$ cat src/rtl/req_pace_pkg.sv
`timescale 1ns/1ps
// Shared definitions for the request-paced transfer gate.
// Assumes a mode register of at least 28 bits, so the exponent field fits.
package req_pace_pkg;

    localparam int BIT_START   = 0;
    localparam int BIT_XSTART  = 5;
    localparam int BIT_PAUSE   = 6;
    localparam int CNT_LSB     = 24;
    localparam int CNT_FIELD_W = 4;

    typedef struct packed {
        logic [CNT_FIELD_W-1:0] cnt_log2;
        logic                   pause_en;
        logic                   xs_en;
        logic                   start;
    } mode_t;

endpackage

$ cat src/rtl/req_pace_sync.sv
`timescale 1ns/1ps
// Synchroniser with falling-edge detect for one asynchronous active-low pin.
// Assumes the pin idles high; the whole chain resets to 1 so that leaving
// reset cannot create a false edge. 'fall' is high for one cycle, STAGES
// edges after the pin goes low.
module req_pace_sync #(
    parameter int STAGES = 2
) (
    input  logic clk,
    input  logic rst_n,
    input  logic pin_n,
    output logic fall
);

    logic [STAGES-1:0] chain_q;
    logic              last_q;

    // First synchroniser stage samples the raw pin.
    always_ff @(posedge clk) begin
        if (!rst_n) chain_q[0] <= 1'b1;
        else        chain_q[0] <= pin_n;
    end

    // Remaining synchroniser stages.
    for (genvar g = 1; g < STAGES; g++) begin : g_stage
        always_ff @(posedge clk) begin
            if (!rst_n) chain_q[g] <= 1'b1;
            else        chain_q[g] <= chain_q[g-1];
        end
    end

    // Previous synchronised value for edge detection.
    always_ff @(posedge clk) begin
        if (!rst_n) last_q <= 1'b1;
        else        last_q <= chain_q[STAGES-1];
    end

    // A new assertion is high-to-low on the synchronised level.
    always_comb fall = last_q & ~chain_q[STAGES-1];

endmodule

$ cat src/rtl/req_pace_mode.sv
`timescale 1ns/1ps
// Mode register. It holds the start bit, the external-start enable, the
// pause enable and the burst exponent. Halt wins over a write in the same
// cycle. 'start_pulse' marks a write that sets the start bit from 0.
// Assumes MODE_W >= CNT_LSB + CNT_FIELD_W.
module req_pace_mode
    import req_pace_pkg::*;
#(
    parameter int MODE_W = 32
) (
    input  logic              clk,
    input  logic              rst_n,
    input  logic              wr,
    input  logic              halt,
    input  logic [MODE_W-1:0] wdata,
    output mode_t             mode,
    output logic              start_pulse,
    output logic [MODE_W-1:0] rdata
);

    localparam logic [MODE_W-1:0] FIELD_MASK =
        (MODE_W'(1) << BIT_START) | (MODE_W'(1) << BIT_XSTART) |
        (MODE_W'(1) << BIT_PAUSE) |
        (MODE_W'((1 << CNT_FIELD_W) - 1) << CNT_LSB);

    mode_t             mode_q;
    mode_t             wr_fields;
    logic [MODE_W-1:0] wdata_unused;

    // Pull the named fields out of the write data.
    always_comb begin
        wr_fields.start    = wdata[BIT_START];
        wr_fields.xs_en    = wdata[BIT_XSTART];
        wr_fields.pause_en = wdata[BIT_PAUSE];
        wr_fields.cnt_log2 = wdata[CNT_LSB +: CNT_FIELD_W];
        wdata_unused       = wdata & ~FIELD_MASK;
    end

    // Register update: halt clears two bits, otherwise a write loads all fields.
    always_ff @(posedge clk) begin
        if (!rst_n) begin
            mode_q <= '0;
        end else if (halt) begin
            mode_q.start <= 1'b0;
            mode_q.xs_en <= 1'b0;
        end else if (wr) begin
            mode_q <= wr_fields;
        end
    end

    // Start is issued only on a 0-to-1 write of the start bit.
    always_comb start_pulse = wr && !halt && wr_fields.start && !mode_q.start;

    // Read-back image with every bit outside the fields at zero.
    always_comb begin
        rdata                            = '0;
        rdata[BIT_START]                 = mode_q.start;
        rdata[BIT_XSTART]                = mode_q.xs_en;
        rdata[BIT_PAUSE]                 = mode_q.pause_en;
        rdata[CNT_LSB +: CNT_FIELD_W]    = mode_q.cnt_log2;
    end

    always_comb mode = mode_q;

endmodule

$ cat src/rtl/req_pace_credit.sv
`timescale 1ns/1ps
// Burst credit tracker for pause mode. A request edge grants one burst of
// 'limit' bytes. An edge seen during a burst is stored and renews the
// credit at the end of that burst. Assumes 'limit' is a power of two no
// larger than 2^(CNT_W-1).
module req_pace_credit #(
    parameter int CNT_W      = 11,
    parameter int BEAT_BYTES = 1
) (
    input  logic             clk,
    input  logic             rst_n,
    input  logic             clear,
    input  logic             active,
    input  logic             fall,
    input  logic             beat_ok,
    input  logic [CNT_W-1:0] limit,
    output logic             credit,
    output logic [CNT_W-1:0] bytes_done
);

    localparam int SUM_W = CNT_W + 1;

    logic             credit_q;
    logic             pending_q;
    logic [CNT_W-1:0] bytes_q;
    logic [SUM_W-1:0] next_sum;
    logic             exhaust;
    logic [CNT_W-1:0] next_sat;

    // Next count, and whether this edge spends the burst.
    always_comb begin
        next_sum = {1'b0, bytes_q} + (beat_ok ? SUM_W'(BEAT_BYTES) : SUM_W'(0));
        exhaust  = credit_q && (next_sum >= {1'b0, limit});
        next_sat = exhaust ? limit : next_sum[CNT_W-1:0];
    end

    // Credit, stored request and byte count.
    always_ff @(posedge clk) begin
        if (!rst_n || clear) begin
            credit_q  <= 1'b0;
            pending_q <= 1'b0;
            bytes_q   <= '0;
        end else if (!active) begin
            credit_q  <= 1'b0;
            pending_q <= 1'b0;
        end else if (!credit_q) begin
            if (fall) begin
                credit_q <= 1'b1;
                bytes_q  <= '0;
            end
        end else if (exhaust) begin
            if (pending_q || fall) begin
                bytes_q   <= '0;
                pending_q <= 1'b0;
            end else begin
                credit_q <= 1'b0;
                bytes_q  <= next_sat;
            end
        end else begin
            bytes_q <= next_sat;
            if (fall) pending_q <= 1'b1;
        end
    end

    always_comb begin
        credit     = credit_q;
        bytes_done = bytes_q;
    end

endmodule

$ cat src/rtl/req_pace_gate.sv
`timescale 1ns/1ps
// Request-paced transfer gate (top). It combines the mode register, two pin
// synchronisers and the burst credit tracker into one move-enable output.
// Assumes 'beat' is only meaningful while move_en is high and stands for
// BEAT_BYTES bytes.
module req_pace_gate
    import req_pace_pkg::*;
#(
    parameter int MODE_W      = 32,
    parameter int MAX_LOG2    = 10,
    parameter int SYNC_STAGES = 2,
    parameter int BEAT_BYTES  = 1,
    parameter int CNT_W       = MAX_LOG2 + 1
) (
    input  logic              clk,
    input  logic              rst_n,
    input  logic              mode_wr,
    input  logic [MODE_W-1:0] mode_wdata,
    input  logic              halt,
    input  logic              req_n,
    input  logic              xstart_n,
    input  logic              beat,
    output logic              move_en,
    output logic [CNT_W-1:0]  bytes_done,
    output logic [MODE_W-1:0] mode_rdata
);

    mode_t                  mode;
    logic                   start_pulse;
    logic                   req_fall;
    logic                   xs_fall;
    logic                   xs_seen_q;
    logic [CNT_FIELD_W-1:0] eff_log2;
    logic [CNT_W-1:0]       limit;
    logic                   credit;
    logic                   run;
    logic                   pause_clear;
    logic                   pause_active;

    req_pace_mode #(.MODE_W(MODE_W)) u_mode (
        .clk         (clk),
        .rst_n       (rst_n),
        .wr          (mode_wr),
        .halt        (halt),
        .wdata       (mode_wdata),
        .mode        (mode),
        .start_pulse (start_pulse),
        .rdata       (mode_rdata)
    );

    req_pace_sync #(.STAGES(SYNC_STAGES)) u_req_sync (
        .clk   (clk),
        .rst_n (rst_n),
        .pin_n (req_n),
        .fall  (req_fall)
    );

    req_pace_sync #(.STAGES(SYNC_STAGES)) u_xs_sync (
        .clk   (clk),
        .rst_n (rst_n),
        .pin_n (xstart_n),
        .fall  (xs_fall)
    );

    // Burst limit from the exponent, clamped to the largest allowed size.
    always_comb begin
        eff_log2 = (int'(mode.cnt_log2) > MAX_LOG2) ? CNT_FIELD_W'(MAX_LOG2)
                                                    : mode.cnt_log2;
        limit    = CNT_W'(1) << eff_log2;
    end

    // Remember an external start assertion while the channel is armed.
    always_ff @(posedge clk) begin
        if (!rst_n || !mode.start)          xs_seen_q <= 1'b0;
        else if (mode.xs_en && xs_fall)     xs_seen_q <= 1'b1;
    end

    // Credit tracking is live only while started in pause mode.
    always_comb begin
        pause_clear  = start_pulse && mode_wdata[BIT_PAUSE];
        pause_active = mode.start && mode.pause_en;
    end

    req_pace_credit #(.CNT_W(CNT_W), .BEAT_BYTES(BEAT_BYTES)) u_credit (
        .clk        (clk),
        .rst_n      (rst_n),
        .clear      (pause_clear),
        .active     (pause_active),
        .fall       (req_fall),
        .beat_ok    (beat && move_en),
        .limit      (limit),
        .credit     (credit),
        .bytes_done (bytes_done)
    );

    // Final gate: started, start condition met, and credit when pacing.
    always_comb begin
        run     = mode.start && (!mode.xs_en || xs_seen_q);
        move_en = run && (!mode.pause_en || credit);
    end

endmodule

$ cat config.mk
export PLATFORM = sky130hd
export DESIGN_NAME = req_pace_gate
export DESIGN_NICKNAME = d
export VERILOG_FILES = /design/src/rtl/req_pace_pkg.sv /design/src/rtl/req_pace_sync.sv /design/src/rtl/req_pace_mode.sv /design/src/rtl/req_pace_credit.sv /design/src/rtl/req_pace_gate.sv
export SDC_FILE = /design/constraint.sdc
export NUM_CORES = 1
export LEC_CHECK = 0
export ABC_AREA = 1
export BUFFER_PORTS_ARGS = -buffer_cell sky130_fd_sc_hd__buf_4
export CAP_MARGIN = 20
export CORE_ASPECT_RATIO = 2
export CORE_MARGIN = 2
export CORE_UTILIZATION = 44
export CTS_CLUSTER_DIAMETER = 60
export CTS_CLUSTER_SIZE = 10
export DETAILED_ROUTE_END_ITERATION = 7
export PLACE_DENSITY = 0.77
export REMOVE_ABC_BUFFERS = 1
export SLEW_MARGIN = 20
export SYNTH_ARGS = -nofsm -noshare
export SYNTH_HDL_FRONTEND = slang
export SYNTH_SLANG_ARGS = --single-unit
$ cat constraint.sdc
create_clock -name clk -period 3.2 [get_ports clk]
set_clock_uncertainty 0.15 [all_clocks]
set_input_delay 0.16 -clock clk [delete_from_list [all_inputs] [get_ports clk]]
set_output_delay 0.16 -clock clk [all_outputs]
set_load 0.005 [all_outputs]
==> results of run 1 <==
==> sequential cells by signal, indices dropped and copies added, names as in the netlist <==
register             cells
u_xs_sync.last_q         1
u_mode.mode              7
u_req_sync.last_q        1
u_credit.credit          1
xs_seen_q                1
u_xs_sync.chain_q        2
u_credit.pending_q       1
u_credit.bytes_done     11
u_req_sync.chain_q       2
==> worst register-to-register path: stages, from the launching register on <==
cell and delay (ns):
dfxtp_2 0.33, inv_2 0.04, a221oi_2 0.28, and2_4 0.22, ha_4 0.15, nand3_4 0.10
buf_4 0.17, buf_4 0.13, nand2_1 0.13, inv_1 0.06, ha_1 0.27, nand2_1 0.04
inv_1 0.05, nand2_1 0.06, nor2_2 0.09, nand4_1 0.19, nand3_4 0.17, buf_6 0.13
nand4_1 0.10, nand2_1 0.10, nand2_1 0.07, a21oi_1 0.16
==> final cells by class <==
cell class	instances	area [um2]	area share, %
Multi-Input combinational cell	214	1390	49.9
Timing Repair Buffer	73	569	20.5
Sequential cell	27	544	19.6
Inverter	44	166	5.98
Tap cell	54	67.6	2.43
Clock buffer	3	41.3	1.48
Clock inverter	1	5.00	0.180
==> layout by cell type, fill, tap and decap left out, drive strengths merged <==
master       Yosys  routed
nor4             2       2
and2             1       1
a21o             1       1
dlygate4sd3      0       5
nand3           22      22
nor2            20      20
a211oi           1       1
nor3             2       2
dfxtp           27      27
clkinv           1       2
o211ai           3       3
or2              8       8
nand2           63      64
ha              13      13
buf             28      68
o21a             1       1
clkbuf           3       3
inv             43      43
a21oi           25      25
xor2             5       5
a221oi           1       1
o21ai            9       9
a31oi            1       1
conb             1      25
nand4           10      10
==> metal layers <==
metal  vias up  track usage, %  part of all wire [%]
met5         -               0                     0
met4         0            11.9                   5.3
met3        30            1.52                   4.9
met2        91            45.9                    58
met1       986            20.2                    31
li1       1026               -                     -
==> final timing paths <==
check / startpoint / end / depth (start not counted)
worst max-delay path: xs_seen_q / u_credit.bytes_done[1] / 21
worst min-delay path: halt / u_mode.mode[0] / 4
worst max register to register: xs_seen_q / u_credit.bytes_done[1] / 21
worst min register to register: u_req_sync.chain_q[1] / u_req_sync.last_q / 2
==> cell usage after synthesis (5+ instances only) <==
master   instances
xor2_1           5
nand4_1         10
a21oi_1         24
buf_4           26
nand3_1         19
nor2_1          17
ha_1            13
nand2_1         60
inv_1           43
or2_2            5
o21ai_0          9
dfxtp_1         27
==> power groups by stage <==
stage	Clock, uW	Combinational (uW)	Sequential [uW]
global placement	0	122	358
global route	211	191	353
finish	197	176	351
detailed placement	0	124	359
CTS	196	168	351
floorplan	0	71.4	358
==> logic make-up after synthesis <==
logic type,count (synthesis)
AND/OR/NAND/NOR,128
buffers and inverters,75
AO/OA/AOI/OAI,42
flip-flops,27
adder cells (fa/ha/maj),13
XOR/XNOR,5
other,1
==> metrics by stage <==
stage / hold slack (ns) / setup WS [ns] / total power (uW) / utilization, %
after global placement: 0.197 / -0.0736 / 480 / 52.5
after floorplan: 0.0787 / -0.263 / 430 / -
final: 0.00897 / -0.0512 / 724 / 64.1
after global routing: 0.0193 / -0.214 / 755 / 64.1
after detailed placement: 0.202 / -0.188 / 483 / 52.5
after CTS: 0.00852 / -0.0421 / 716 / 61.0
==> repair_timing <==
item | in CTS | in global routing
hold buffers | 5 | 0
gates cloned | 2 | 0
gates resized for setup | 32 | 23
pin swaps | 23 | 30
endpoints found under the setup margin | 13 | 13
hold endpoints to repair | 5 | 0
setup buffers | 15 | 6
==> flow_metrics.env, run 1 <==
export IMPL_maxCapViolations=0
export IMPL_cts_sinks=27
export IMPL_ys_async_sr_fraction_pct=0
export IMPL_placed_area_um2=2280
export IMPL_period_share_pct=102
export IMPL_syn2layout_area_growth_pct=40.4
export IMPL_leakage_uw=0.00137
export IMPL_crit_top_cell="nand2_1"
export IMPL_track_usage_pct=22.6
export IMPL_grt_pass1_vias=2042
export IMPL_core_um2=4340
export IMPL_gp_congestion=0.926
export IMPL_switching_share_pct=28.9
export IMPL_die_area_um2=5090
export IMPL_tightest_slew_ns=0.782
export IMPL_antenna_cells=0
export IMPL_critPathTopFamily="simple AND/OR/NAND/NOR gates"
export IMPL_grt_pass1_wl_mm=8.76
export IMPL_antenna_found_initial=0
export IMPL_final_setup_viol_count=4
export IMPL_violations="negative setup slack"
export IMPL_wirelength_mm=5.73
export IMPL_drive_gt1_share_pct=35.9
export IMPL_fin_cells=416
export IMPL_ys_flop_type="dfxtp_1"
export IMPL_numPortBuffers=32
export IMPL_numCtsBuffers=3
export IMPL_synth_top_area_cell="dfxtp_1"
export IMPL_clkPwrFrac_pct=27.2
export IMPL_netlist_instances=291
export IMPL_place_inst=386
export IMPL_p_switching_uw=209
export IMPL_synth_top_area_share_pct=27.3
export IMPL_yosys_mux_area_fraction_pct=0
export IMPL_required_ns=3.26
export IMPL_ant_nets=0
export IMPL_avgSynthCellArea_um2=6.81
export IMPL_ys_ff_latch=27
export IMPL_ys_warn_count=0
export IMPL_max_stage_delay_ns=0.33
export IMPL_fin_ws_ns=-0.0512
export IMPL_htreeDepth=1
export IMPL_die_h_um=98.9
export IMPL_synthesis_area_um2=1980
export IMPL_crit_arrival_ns=3.31
export IMPL_hold_path_class="in -> reg"
export IMPL_start_util_pct=45.6
export IMPL_cp_cell_sequence="inv_2, a221oi_2, and2_4, ha_4, nand3_4, buf_4, buf_4, nand2_1, inv_1, ha_1, nand2_1, inv_1, nand2_1, nor2_2, nand4_1, nand3_4, buf_6, nand4_1, nand2_1, nand2_1, a21oi_1"
export IMPL_p_comb_share_pct=24.3
export IMPL_gr_total_overflow=0
export IMPL_seqPwrFrac_pct=48.5
export IMPL_path_class="reg -> reg"
export IMPL_worst_setup_path_start_kind="register"
export IMPL_clk_pin_slew_ns=0.10
export IMPL_tns_ns=-0.128
export IMPL_drv_slew=0
export IMPL_cts_tree="built"
export IMPL_synth_compound_area_share_pct=11.8
export IMPL_fillers=375
export IMPL_die_w_um=51.4
export IMPL_slowest_stage="dfxtp_2"
export IMPL_fmaxAchievable_ghz=0.308
export IMPL_critical_path_buf_inv_count=6
export IMPL_synth_edff_count=0
export IMPL_first_pass_iters=4
export IMPL_remaining_drc_errors=0
export IMPL_yosys_area_share_simple_pct=30.7
export IMPL_drt_iter0_drc=77
export IMPL_period_needed_ns=3.25
export IMPL_synthXorXnorAreaFrac_pct=2.21
export IMPL_vdd_drop_max_v=0.000326
export IMPL_worstSetupEndpointType="register"
export IMPL_wl_per_cell_um=13.8
export IMPL_rsz0062_at_grt="yes"
export IMPL_root_buffer="clkbuf_8"
export IMPL_hold_viol=0
export IMPL_synth_top_family_by_area="simple AND/OR/NAND/NOR gates"
export IMPL_worstPathMaxFanout=5
export IMPL_cts_buffer_depth=2
export IMPL_final_area_um2=2780
export IMPL_num_rows=34
export IMPL_hpwl_mm=3.95
export IMPL_nNetsFinal=415
export IMPL_num_io_pins=83
export IMPL_ys_seq_area_share_pct=27.3
export IMPL_p_per_area_nw_per_um2=260
export IMPL_grt_max_degree=16
export IMPL_insertion_delay_ns=0.28
export IMPL_r2r_setup_slack_ns=-0.05
export IMPL_via_per_inst=5.13
export IMPL_status="complete, but fails checks"
export IMPL_synthAdderAreaFrac_pct=8.21
export IMPL_synth_cell_types=33
export IMPL_slew_limit_headroom_pct=47.6
export IMPL_p_int_uw=515
export IMPL_yosys_top_cells_area="dfxtp_1, nand2_1, buf_4, ha_1, inv_1"
export IMPL_num_vias=2133
Note: power is estimated with default switching activity, not from simulation.
==> inputs of run 2 (changes only) <==
- SKIP_CTS_REPAIR_TIMING: default -> 1
==> flow_metrics.env, run 2 (same netlist as run 1, synthesis figures left out) <==
export IMPL_status="complete, but fails checks"
export IMPL_violations="negative hold slack, negative setup slack"
export IMPL_p_per_area_nw_per_um2=271
export IMPL_hold_ws_ns=-0.0201
export IMPL_via_per_inst=5.12
export IMPL_worstSetupEndpointType="register"
export IMPL_fin_util_pct=61.0
export IMPL_largest_reg_flops=11
export IMPL_fmaxAchievable_ghz=0.299
export IMPL_cts_buffer_depth=2
export IMPL_drv_slew=0
export IMPL_root_buffer="clkbuf_8"
export IMPL_num_vias=2072
export IMPL_multiInputGateArea_um2=1330
export IMPL_clkPwrFrac_pct=27.4
export IMPL_numCtsBuffers=3
export IMPL_hold_viol=1
export IMPL_cts_tree="built"
export IMPL_die_area_um2=5090
export IMPL_die_w_um=51.4
export IMPL_drt_iter0_drc=51
export IMPL_cp_cell_sequence="inv_2, a221oi_2, and2_4, ha_4, nand3_4, nor3_4, nand3_2, or2_1, nand2_2, ha_4, a21oi_2, nand2_1, nor2_2, nand3_4, nand2_4, buf_6, nand2_1, nand2_1, nand2_1, a21oi_1"
export IMPL_p_int_uw=513
export IMPL_numPortBuffers=32
export IMPL_drive_gt1_share_pct=34.2
export IMPL_core_um2=4340
export IMPL_worstPathMaxFanout=7
export IMPL_period_needed_ns=3.35
export IMPL_start_util_pct=45.6
export IMPL_cts_sinks=27
export IMPL_required_ns=3.26
export IMPL_crit_top_cell="nand2_1"
export IMPL_ant_nets=0
export IMPL_max_stage_delay_ns=0.36
export IMPL_dpl_worst_slack_ns=-0.188
export IMPL_nNetsFinal=404
export IMPL_grt_max_degree=16
export IMPL_final_setup_viol_count=11
export IMPL_htreeDepth=1
export IMPL_antenna_cells=0
export IMPL_die_h_um=98.9
export IMPL_grt_pass1_vias=1816
export IMPL_leakage_uw=0.00131
export IMPL_final_cell_mix="buf_4, nand2_1, inv_1"
export IMPL_rsz0062_at_grt="yes"
export IMPL_remaining_drc_errors=0
export IMPL_num_io_pins=83
export IMPL_clk_pin_slew_ns=0.10
export IMPL_fin_ws_ns=-0.147
export IMPL_syn2layout_area_growth_pct=33.7
export IMPL_fillers=400
export IMPL_gr_total_overflow=0
export IMPL_slew_limit_headroom_pct=44.3
export IMPL_vdd_drop_max_v=0.000318
export IMPL_layout_commonest_cell="buf_4"
export IMPL_gp_congestion=0.926
export IMPL_switching_share_pct=28.6
export IMPL_antenna_found_initial=0
export IMPL_path_class="reg -> reg"
export IMPL_hold_path_class="in -> reg"
export IMPL_first_pass_iters=4
export IMPL_hpwl_mm=3.95
export IMPL_num_rows=34
export IMPL_wl_per_cell_um=13.5
export IMPL_grt_pass1_wl_mm=7.59
export IMPL_p_switching_uw=206
export IMPL_track_usage_pct=19.6
export IMPL_seq_area_um2=543
export IMPL_insertion_delay_ns=0.28
export IMPL_period_share_pct=105
export IMPL_maxCapViolations=0
export IMPL_wirelength_mm=5.45
export IMPL_slowest_stage="dfxtp_2"
export IMPL_crit_arrival_ns=3.41
export IMPL_p_comb_share_pct=23.8
export IMPL_seqPwrFrac_pct=48.9
export IMPL_tightest_slew_ns=0.833
export IMPL_worst_setup_path_start_kind="register"
export IMPL_critical_path_buf_inv_count=2
export IMPL_critPathTopFamily="simple AND/OR/NAND/NOR gates"
[run 2: cell count changes in the layout (fill, tap and decap cells not counted), sizes merged]
cell,previous run,this run
nand2,64,63
buf,68,60
inv,43,44
clkinv,2,1
dlygate4sd3,5,3
[run 2: per-layer routing]
metal	vias up	track usage, %	part of all wire [%]
met3	22	1.52	4.8
met5	-	0	0
li1	1006	-	-
met4	0	10.5	4.0
met2	93	40.0	60
met1	951	17.3	31
[run 2: worst register-to-register path, delay by kind of cell, from the launching register on]
family | cells | cell delay (ns)
compound gates | 3 | 0.51
fa+ha+maj | 2 | 0.35
simple gates | 13 | 1.75
buf+inv | 2 | 0.16
flops | 1 | 0.36
[run 2: path summary, 6_finish.rpt]
kind,startpoint,endpoint,slack [ns],depth (start not counted)
hold reg to reg,u_xs_sync.chain_q[0],u_xs_sync.chain_q[1],0.28,1
hold / removal,mode_wr,u_mode.mode[1],-0.02,3
setup reg to reg,u_credit.credit,u_credit.bytes_done[1],-0.15,20
setup / recovery,u_credit.credit,u_credit.bytes_done[1],-0.15,20
[run 2: power groups by stage]
stage               clock network, uW  registers (uW)  logic, uW
floorplan                           0             358       71.4
global placement                    0             358        122
detailed placement                  0             359        124
CTS                               196             351        125
global route                      210             353        188
finish                            197             351        171
[run 2: cell type report]
cell class	count	area share [%]
clock buffers	3	1.56
multi-input cells	213	50.3
flip-flops and latches	27	20.5
repair buffers	63	18.7
inverters	44	6.24
well taps	54	2.55
clock inverters	1	0.189
[run 2: stage by stage]
step / TNS [ns] / total power (uW) / cell area [um2] / std cells
finish: -0.930 / 719 / 2650 / 405
global route: -3.56 / 750 / 2650 / 405
CTS: -2.58 / 672 / 2320 / 390
detailed placement: -2.07 / 483 / 2280 / 386
global placement: -0.701 / 480 / 2280 / 386
floorplan: -2.75 / 430 / 1850 / 284
==> inputs of run 3 (changes only) <==
- SKIP_LAST_GASP: default -> 1
==> flow_metrics.env, run 3 (same netlist as run 1, synthesis figures left out) <==
export IMPL_first_pass_iters=4
export IMPL_gr_total_overflow=0
export IMPL_drive_gt1_share_pct=33.9
export IMPL_num_vias=2060
export IMPL_final_setup_viol_count=11
export IMPL_antenna_found_initial=0
export IMPL_numPortBuffers=32
export IMPL_required_ns=3.26
export IMPL_remaining_drc_errors=0
export IMPL_setup_worst_path_start="u_mode.mode[1]"
export IMPL_root_buffer="clkbuf_8"
export IMPL_path_class="reg -> reg"
export IMPL_r2r_end="u_credit.bytes_done[1]"
export IMPL_period_share_pct=105
export IMPL_die_h_um=98.9
export IMPL_maxCapViolations=0
export IMPL_clk_pin_slew_ns=0.10
export IMPL_drt_iter0_drc=75
export IMPL_fin_ws_ns=-0.165
export IMPL_wirelength_mm=5.41
export IMPL_htreeDepth=1
export IMPL_fmaxAchievable_ghz=0.297
export IMPL_die_area_um2=5090
export IMPL_rsz0062_at_grt="yes"
export IMPL_violations="negative hold slack, negative setup slack"
export IMPL_hold_depth=3
export IMPL_nNetsFinal=404
export IMPL_endpoint="u_credit.bytes_done[1]"
export IMPL_grt_pass1_vias=1816
export IMPL_hold_ws_ns=-0.0246
export IMPL_worstPathMaxFanout=7
export IMPL_num_io_pins=83
export IMPL_tightest_slew_ns=0.796
export IMPL_num_rows=34
export IMPL_track_usage_pct=19.6
export IMPL_leakage_uw=0.00131
export IMPL_core_um2=4340
export IMPL_wl_per_cell_um=13.4
export IMPL_ant_nets=0
export IMPL_final_area_um2=2650
export IMPL_placed_area_um2=2280
export IMPL_insertion_delay_ns=0.28
export IMPL_die_w_um=51.4
export IMPL_final_cell_mix="buf_4, nand2_1, inv_1"
export IMPL_crit_arrival_ns=3.43
export IMPL_dpl_worst_slack_ns=-0.188
export IMPL_worst_setup_path_start_kind="register"
export IMPL_largest_reg_flops=11
export IMPL_worstSetupEndpointType="register"
export IMPL_drv_slew=0
export IMPL_hold_path_class="in -> reg"
export IMPL_worst_r2r_startpoint="u_mode.mode[1]"
export IMPL_cts_buffer_depth=2
export IMPL_p_total_uw=719
export IMPL_cts_sinks=27
export IMPL_hold_viol=1
export IMPL_cts_tree="built"
export IMPL_period_needed_ns=3.36
export IMPL_start_util_pct=45.6
export IMPL_numCtsBuffers=3
export IMPL_reg2regPathDepth=19
export IMPL_grt_max_degree=16
export IMPL_hpwl_mm=3.95
export IMPL_tns_ns=-0.995
export IMPL_syn2layout_area_growth_pct=33.6
export IMPL_fin_util_pct=61.0
export IMPL_p_per_area_nw_per_um2=272
export IMPL_vdd_drop_max_v=0.000317
export IMPL_status="complete, but fails checks"
export IMPL_grt_pass1_wl_mm=7.59
export IMPL_gp_congestion=0.926
export IMPL_layout_commonest_cell="buf_4"
export IMPL_slew_limit_headroom_pct=46.7
export IMPL_r2r_setup_slack_ns=-0.16
export IMPL_antenna_cells=0
export IMPL_via_per_inst=5.09
==> run 3: worst min-delay path by stage <==
stage,start,to,slack [ns]
after detailed placement,req_n,u_req_sync.chain_q[0],0.20
after global placement,xstart_n,u_xs_sync.chain_q[0],0.20
after CTS,req_n,u_req_sync.chain_q[0],-0.08
final,mode_wr,u_mode.mode[1],-0.02
after global routing,halt,u_mode.mode[0],0.02
after floorplan,rst_n,u_req_sync.last_q,0.08
==> run 3: power by group <==
| group | total, uW | switching (uW) | internal (uW) |
|---|---|---|---|
| sequential | 351 | 7.41 | 344 |
| combinational | 172 | 89.5 | 82.1 |
| clock | 196 | 109 | 87.4 |
| total | 719 | 206 | 513 |
==> run 3: per-layer routing <==
layer,routed length [um],global-route usage [%],vias up
met5,0,0,-
met4,242,10.5,0
met3,303,1.52,22
met2,3210,40.0,89
met1,1650,17.3,945
li1,-,-,1004
==> run 3: worst max-delay path: stages (launching register included) <==
cell      delay (ns)
dfxtp_1         0.35
a221oi_2        0.29
and2_4          0.21
ha_4            0.14
nand3_4         0.10
nor3_4          0.26
nand3_2         0.11
or2_1           0.26
nand2_2         0.09
ha_4            0.21
a21oi_2         0.11
nand2_1         0.07
nor2_2          0.17
nand3_4         0.13
nand2_4         0.14
buf_6           0.12
nand2_1         0.05
nand2_1         0.08
nand2_1         0.09
a21oi_1         0.17
==> run 3: area by class of cell <==
cell class	instances	area [um2]
sequential	27	543
fill	403	1690
multi-input combinational	213	1330
inverter	44	165
clock buffer	3	41.3
clock inverter	1	5.00
tap	54	67.6
timing repair buffer	63	495
==> run 3: per-stage QoR <==
| stage | cells | hold WS, ns |
|---|---|---|
| after floorplan | 284 | 0.0787 |
| after global placement | 386 | 0.197 |
| after detailed placement | 386 | 0.202 |
| after CTS | 390 | -0.0772 |
| after global routing | 405 | 0.0176 |
| final | 405 | -0.0246 |
